$ cat src/rtl/cyc_timer_pkg.sv
package cyc_timer_pkg;
  typedef enum logic [1:0] {
    SLOT_LO    = 2'd0,
    SLOT_HI    = 2'd1,
    SLOT_STATE = 2'd2,
    SLOT_RSVD  = 2'd3
  } slot_e;

  localparam int unsigned CMD_CLEAR = 1;
  localparam int unsigned CMD_RUN   = 2;
  localparam int unsigned CMD_HALT  = 4;
endpackage

$ cat src/rtl/ctr_addr_decode.sv
module ctr_addr_decode
  import cyc_timer_pkg::*;
#(
  parameter int unsigned ADDR_W = 32,
  parameter logic [ADDR_W-1:0] BASE_ADDR = 32'hFFFF_FEF0
) (
  input  logic [ADDR_W-1:0] addr,
  output logic              hit,
  output slot_e             slot
);
  localparam int unsigned WIN_LSB = 4;

  always_comb begin
    hit  = (addr[ADDR_W-1:WIN_LSB] == BASE_ADDR[ADDR_W-1:WIN_LSB]) && (addr[1:0] == 2'b00);
    slot = slot_e'(addr[3:2]);
  end
endmodule

$ cat src/rtl/ctr_run_ctrl.sv
module ctr_run_ctrl
  import cyc_timer_pkg::*;
#(
  parameter int unsigned DATA_W = 32
) (
  input  logic              clk,
  input  logic              rst,
  input  logic              cmd_we,
  input  logic [DATA_W-1:0] cmd_data,
  output logic              clear_now,
  output logic              run_q
);
  localparam logic [DATA_W-1:0] CODE_CLR  = DATA_W'(CMD_CLEAR);
  localparam logic [DATA_W-1:0] CODE_RUN  = DATA_W'(CMD_RUN);
  localparam logic [DATA_W-1:0] CODE_HALT = DATA_W'(CMD_HALT);

  logic do_run, do_halt;

  always_comb begin
    clear_now = cmd_we && (cmd_data == CODE_CLR);
    do_run    = cmd_we && (cmd_data == CODE_RUN);
    do_halt   = cmd_we && (cmd_data == CODE_HALT);
  end

  always_ff @(posedge clk) begin
    if (rst)          run_q <= 1'b0;
    else if (do_run)  run_q <= 1'b1;
    else if (do_halt) run_q <= 1'b0;
  end


  bad_cmd_keeps_run_chk: assert property (@(posedge clk) disable iff (rst)
    (cmd_we && cmd_data != CODE_RUN && cmd_data != CODE_HALT) |=> $stable(run_q));


  reset_stops_chk: assert property (@(posedge clk) rst |=> !run_q);
endmodule

$ cat src/rtl/ctr_count64.sv
module ctr_count64 #(
  parameter int unsigned HALF_W = 32
) (
  input  logic              clk,
  input  logic              rst,
  input  logic              run,
  input  logic              clear,
  output logic [HALF_W-1:0] cnt_lo,
  output logic [HALF_W-1:0] cnt_hi
);
  localparam int unsigned CNT_W = 2 * HALF_W;
  localparam logic [HALF_W-1:0] HALF_ONE = HALF_W'(1);
  localparam logic [CNT_W-1:0]  CNT_ONE  = CNT_W'(1);

  logic lo_full;
  assign lo_full = &cnt_lo;

  always_ff @(posedge clk) begin
    if (rst || clear) begin
      cnt_lo <= '0;
      cnt_hi <= '0;
    end else if (run) begin
      cnt_lo <= cnt_lo + HALF_ONE;
      if (lo_full) cnt_hi <= cnt_hi + HALF_ONE;
    end
  end


  hold_when_stopped_chk: assert property (@(posedge clk) disable iff (rst)
    (!run && !clear) |=> $stable({cnt_hi, cnt_lo}));


  step_with_carry_chk: assert property (@(posedge clk) disable iff (rst)
    (run && !clear) |=> ({cnt_hi, cnt_lo} == $past({cnt_hi, cnt_lo}) + CNT_ONE));


  clear_wins_chk: assert property (@(posedge clk) disable iff (rst)
    clear |=> ({cnt_hi, cnt_lo} == '0));


  reset_zero_chk: assert property (@(posedge clk) rst |=> ({cnt_hi, cnt_lo} == '0));
endmodule

$ cat src/rtl/cycle_timer_mmio.sv
module cycle_timer_mmio
  import cyc_timer_pkg::*;
#(
  parameter int unsigned ADDR_W = 32,
  parameter int unsigned DATA_W = 32,
  parameter logic [ADDR_W-1:0] BASE_ADDR = 32'hFFFF_FEF0
) (
  input  logic              clk,
  input  logic              rst,
  input  logic [ADDR_W-1:0] bus_addr,
  input  logic              bus_wr_en,
  input  logic [DATA_W-1:0] bus_wdata,
  input  logic              bus_rd_en,
  output logic [DATA_W-1:0] bus_rdata
);
  logic              hit;
  slot_e             slot;
  logic              clear_now, run_q;
  logic [DATA_W-1:0] cnt_lo, cnt_hi;
  logic [DATA_W-1:0] rd_mux;

  ctr_addr_decode #(.ADDR_W(ADDR_W), .BASE_ADDR(BASE_ADDR)) u_dec (
    .addr(bus_addr), .hit(hit), .slot(slot)
  );

  ctr_run_ctrl #(.DATA_W(DATA_W)) u_run (
    .clk(clk), .rst(rst),
    .cmd_we(bus_wr_en && hit && slot == SLOT_STATE),
    .cmd_data(bus_wdata),
    .clear_now(clear_now), .run_q(run_q)
  );

  ctr_count64 #(.HALF_W(DATA_W)) u_cnt (
    .clk(clk), .rst(rst), .run(run_q), .clear(clear_now),
    .cnt_lo(cnt_lo), .cnt_hi(cnt_hi)
  );

  always_comb begin
    rd_mux = '0;
    if (hit) begin
      unique case (slot)
        SLOT_LO:    rd_mux = cnt_lo;
        SLOT_HI:    rd_mux = cnt_hi;
        SLOT_STATE: rd_mux = {{(DATA_W-1){1'b0}}, run_q};
        default:    rd_mux = '0;
      endcase
    end
  end

  always_ff @(posedge clk) begin
    if (rst)            bus_rdata <= '0;
    else if (bus_rd_en) bus_rdata <= rd_mux;
  end


  rdata_hold_chk: assert property (@(posedge clk) disable iff (rst)
    !bus_rd_en |=> $stable(bus_rdata));


  dead_slot_zero_chk: assert property (@(posedge clk) disable iff (rst)
    (bus_rd_en && (!hit || slot == SLOT_RSVD)) |=> (bus_rdata == '0));


  state_bit_only_chk: assert property (@(posedge clk) disable iff (rst)
    (bus_rd_en && hit && slot == SLOT_STATE) |=> (bus_rdata[DATA_W-1:1] == '0));
endmodule

$ cat config.mk
export PLATFORM = sky130hd
export DESIGN_NAME = cycle_timer_mmio
export DESIGN_NICKNAME = d
export VERILOG_FILES = /design/src/rtl/cyc_timer_pkg.sv /design/src/rtl/ctr_addr_decode.sv /design/src/rtl/ctr_run_ctrl.sv /design/src/rtl/ctr_count64.sv /design/src/rtl/cycle_timer_mmio.sv
export SDC_FILE = /design/constraint.sdc
export NUM_CORES = 1
export LEC_CHECK = 0
export BUFFER_PORTS_ARGS = -buffer_cell sky130_fd_sc_hd__buf_2
export CORE_MARGIN = 2
export CORE_UTILIZATION = 36
export CTS_CLUSTER_DIAMETER = 200
export DETAILED_ROUTE_END_ITERATION = 7
export PLACE_DENSITY = 0.62
export SYNTH_ARGS = -nofsm -noshare
export SYNTH_HDL_FRONTEND = slang
export SYNTH_SLANG_ARGS = --single-unit
export TNS_END_PERCENT = 50
$ cat constraint.sdc
create_clock -name clk -period 2.8 [get_ports clk]
set_clock_uncertainty 0.15 [all_clocks]
set_input_delay 0.42 -clock clk [delete_from_list [all_inputs] [get_ports clk]]
set_output_delay 0.42 -clock clk [all_outputs]
set_load 0.1 [all_outputs]
==> metrics.md <==
| Metric | Value |
|---|---|
| Die span in x | `119 um` |
| CTS buffer count | `9` |
| Worst VDD drop | `0.207 mV` |
| Max-cap violations | `0` |
| Clock sinks | `97` |
| Core area | `0.0131 mm^2` |
| Post-route worst setup slack | `0.140 ns` |
| Wire length on met3 | `552 um` |
| RSZ-0062 raised after global routing | `false` |
| Rel. slew slack | `57.1%` |
| I/O pins | `100` |
| Number of buffers inserted by hold repair at cts | `0` |
| Clock transition at path regs | `0.07 ns` |
| # diodes | `0` |
| Share of cells above drive strength 1 | `25.0%` |
| WP data arrival | `2.78 ns` |
| Mapped Nets | `647` |
| Met1 WL | `5590 um` |
| WS Path Type | `register to register` |
| Hold path depth | `3` |
| R2R Path Start | `u_cnt.cnt_lo[17]` |
| Leak Pwr | `2.16 nW` |
| Pwr dens | `484 mW/mm^2` |
| Met2 routed WL | `5900 um` |
| Number of flops mapped to enable cells by yosys | `0` |
| I/O Buffers | `99` |
| DR iter-0 viols | `181` |
| Startpoint Class | `register` |
| Initial Util | `36.5%` |
| Overflow after GRT | `0` |
| Syn Inst Count | `577` |
| Syn-to-layout area delta | `22.7%` |
| Post-Route WL | `12,200 um` |
| Period utilisation layout | `95.0%` |
| Setup Fix Bufs, Post-CTS | `0` |
| DR pass1 iterations | `4` |
| Fill cell total of the finished layout | `1,317` |
| Most common cell in the netlist | `dfxtp_1` |
| DRC violations left | `0` |
| Clk_lat worst skew | `0.34 ns` |
| # resized after CTS | `0` |
| Crit end category | `register` |
| CTS Buffer Depth | `2` |
| All-Layer GR Usage | `17.5%` |
| Register area share after synthesis | `40.5%` |
| Synthesized cell area | `0.00480 mm^2` |
| Layout Cells excl Fill | `855` |
| Clk root buf | `clkbuf_16` |
| TNS Setup | `0 ns` |
| TritonCTS clock tree | `built` |
| Worst R2R End | `u_cnt.cnt_hi[12]` |
| Worst Reg-to-Reg Cells | `5` |
| DR vias | `4,518` |
| Number of unique standard cell types used by synthesis | `37` |
| Final setup viols | `0` |
| Vias in the first global route | `4,387` |
| Seq cells post-synth | `97` |
| Top_reg_cell synth | `dfxtp_1` |
| Initial antenna violation count | `0` |
| CP Max Fanout | `11` |
| Worst-Margin Slew | `0.644 ns` |
| Yosys warns | `0` |
| Worst hold path type | `primary input to register` |
| First-pass GRT wire length | `20,400 um` |
| Fmax | `376 MHz` |
| Routed vias/inst | `5.28` |
| Largest area contributor in the netlist | `dfxtp_1` |
| Top-area cell type share of the netlist area | `40.5%` |
| Largest net degree at the start of global routing | `40` |
| Setup crit end | `u_cnt.cnt_hi[12]` |
| Crit path time final | `2.66 ns` |
| Die Y-Extent | `119 um` |
| Reg2reg setup slack | `0.14 ns` |
| Top cells by area, synth | `dfxtp_1 40%, a21oi_1 6.5%, mux2_2 5.9%` |
| Nets | `744` |
| Ys async rst share | `0%` |
| H-tree Lvls | `3` |
| Final Hold Viols | `0` |
| Die Area | `0.0143 mm^2` |
| Routed Antenna Nets | `0` |
| Final RePlAce weighted congestion | `0.820` |
| Dpl hpwl | `8740 um` |
| Status | `complete, no violations` |
| Crit. Startpoint | `u_cnt.cnt_lo[17]` |
| Row cnt | `42` |
| Place WS | `0.106 ns` |
| Critical Path RT | `2.92 ns` |
| Top cells by count, synth | `97 x dfxtp_1, 72 x nor2_1, 62 x a21oi_1` |
| DR WL/cell | `14.2 um` |
| Pins Over Slew Limit | `0` |
| Mean Syn Cell Area | `8.31 um^2` |
| Uppermost routed layer | `met4` |
| Placed cell count | `839` |
-- worst min-delay path by stage --
stage                                   to              from
after detailed placement      bus_rdata[0]      bus_rdata[0]
after global routing           u_run.run_q      bus_wdata[0]
after global placement        bus_rdata[0]      bus_rdata[0]
after floorplan           u_cnt.cnt_hi[28]  u_cnt.cnt_hi[28]
final                          u_run.run_q      bus_wdata[1]
after CTS                      u_run.run_q      bus_wdata[1]
-- placed cells by master, fill, tap and decap left out, types with 22 or more instances in the layout --
master / instances
buf_2: 99
dfxtp_1: 97
nor2_1: 72
a21oi_1: 62
nand2_1: 34
nor2b_1: 31
mux2_2: 25
o21ai_0: 22
nand3_1: 22
-- worst max-delay path, stage by stage, from the launching register on --
cell and delay [ns]:
dfxtp_1 0.43, nand4_2 0.15, or4_4 0.60, or4_4 0.63, or4_1 0.48, a21oi_1 0.15
-- where the power goes --
part / internal [mW] / switching, mW / leakage [nW]
Clock: 0.834 / 0.522 / 0.163
Sequential: 1.38 / 0.00000000000000300 / 0.781
Combinational: 0.0510 / 0.0613 / 1.22
-- metal layers --
metal	vias to the layer above	track usage, %
li1	2281	-
met1	2118	21.8
met2	110	30.7
met3	9	2.73
met4	0	5.74
met5	-	0
-- kinds of logic after synthesis --
| logic type | count (synthesis) | share of synthesized area [%] |
|---|---|---|
| mux | 27 | 6.29 |
| compound gates | 103 | 11.8 |
| buf+inv | 46 | 4.02 |
| xor+xnor | 32 | 5.84 |
| fa+ha+maj | 2 | 0.522 |
| simple gates | 270 | 31.0 |
| flops | 97 | 40.5 |
-- through the flow --
step	hold slack (ns)	utilization, %	power (mW)	area, um^2
2_1_floorplan	0.307	-	1.46	4800
3_3_place_gp	0.306	42.3	1.52	5560
3_5_place_dp	0.312	42.3	1.52	5560
4_1_cts	0.213	44.8	2.87	5890
5_1_grt	0.245	44.8	2.93	5890
6_report	0.221	44.8	2.85	5890
-- sequential cells by signal, summed over array words and instances (netlist names) --
signal,count
bus_rdata,32
u_cnt.cnt_hi,32
u_cnt.cnt_lo,32
u_run.run_q,1
-- area by class of cell --
type | instances | area, um^2 | share of cell area [%]
clock buffers | 12 | 256 | 4.36
clock inverters | 4 | 73.8 | 1.25
inverters | 13 | 48.8 | 0.829
multi-input cells | 434 | 2680 | 45.4
flip-flops and latches | 97 | 1940 | 33.0
well taps | 176 | 220 | 3.74
repair buffers | 119 | 671 | 11.4
Power figures use the tool's default switching activity.
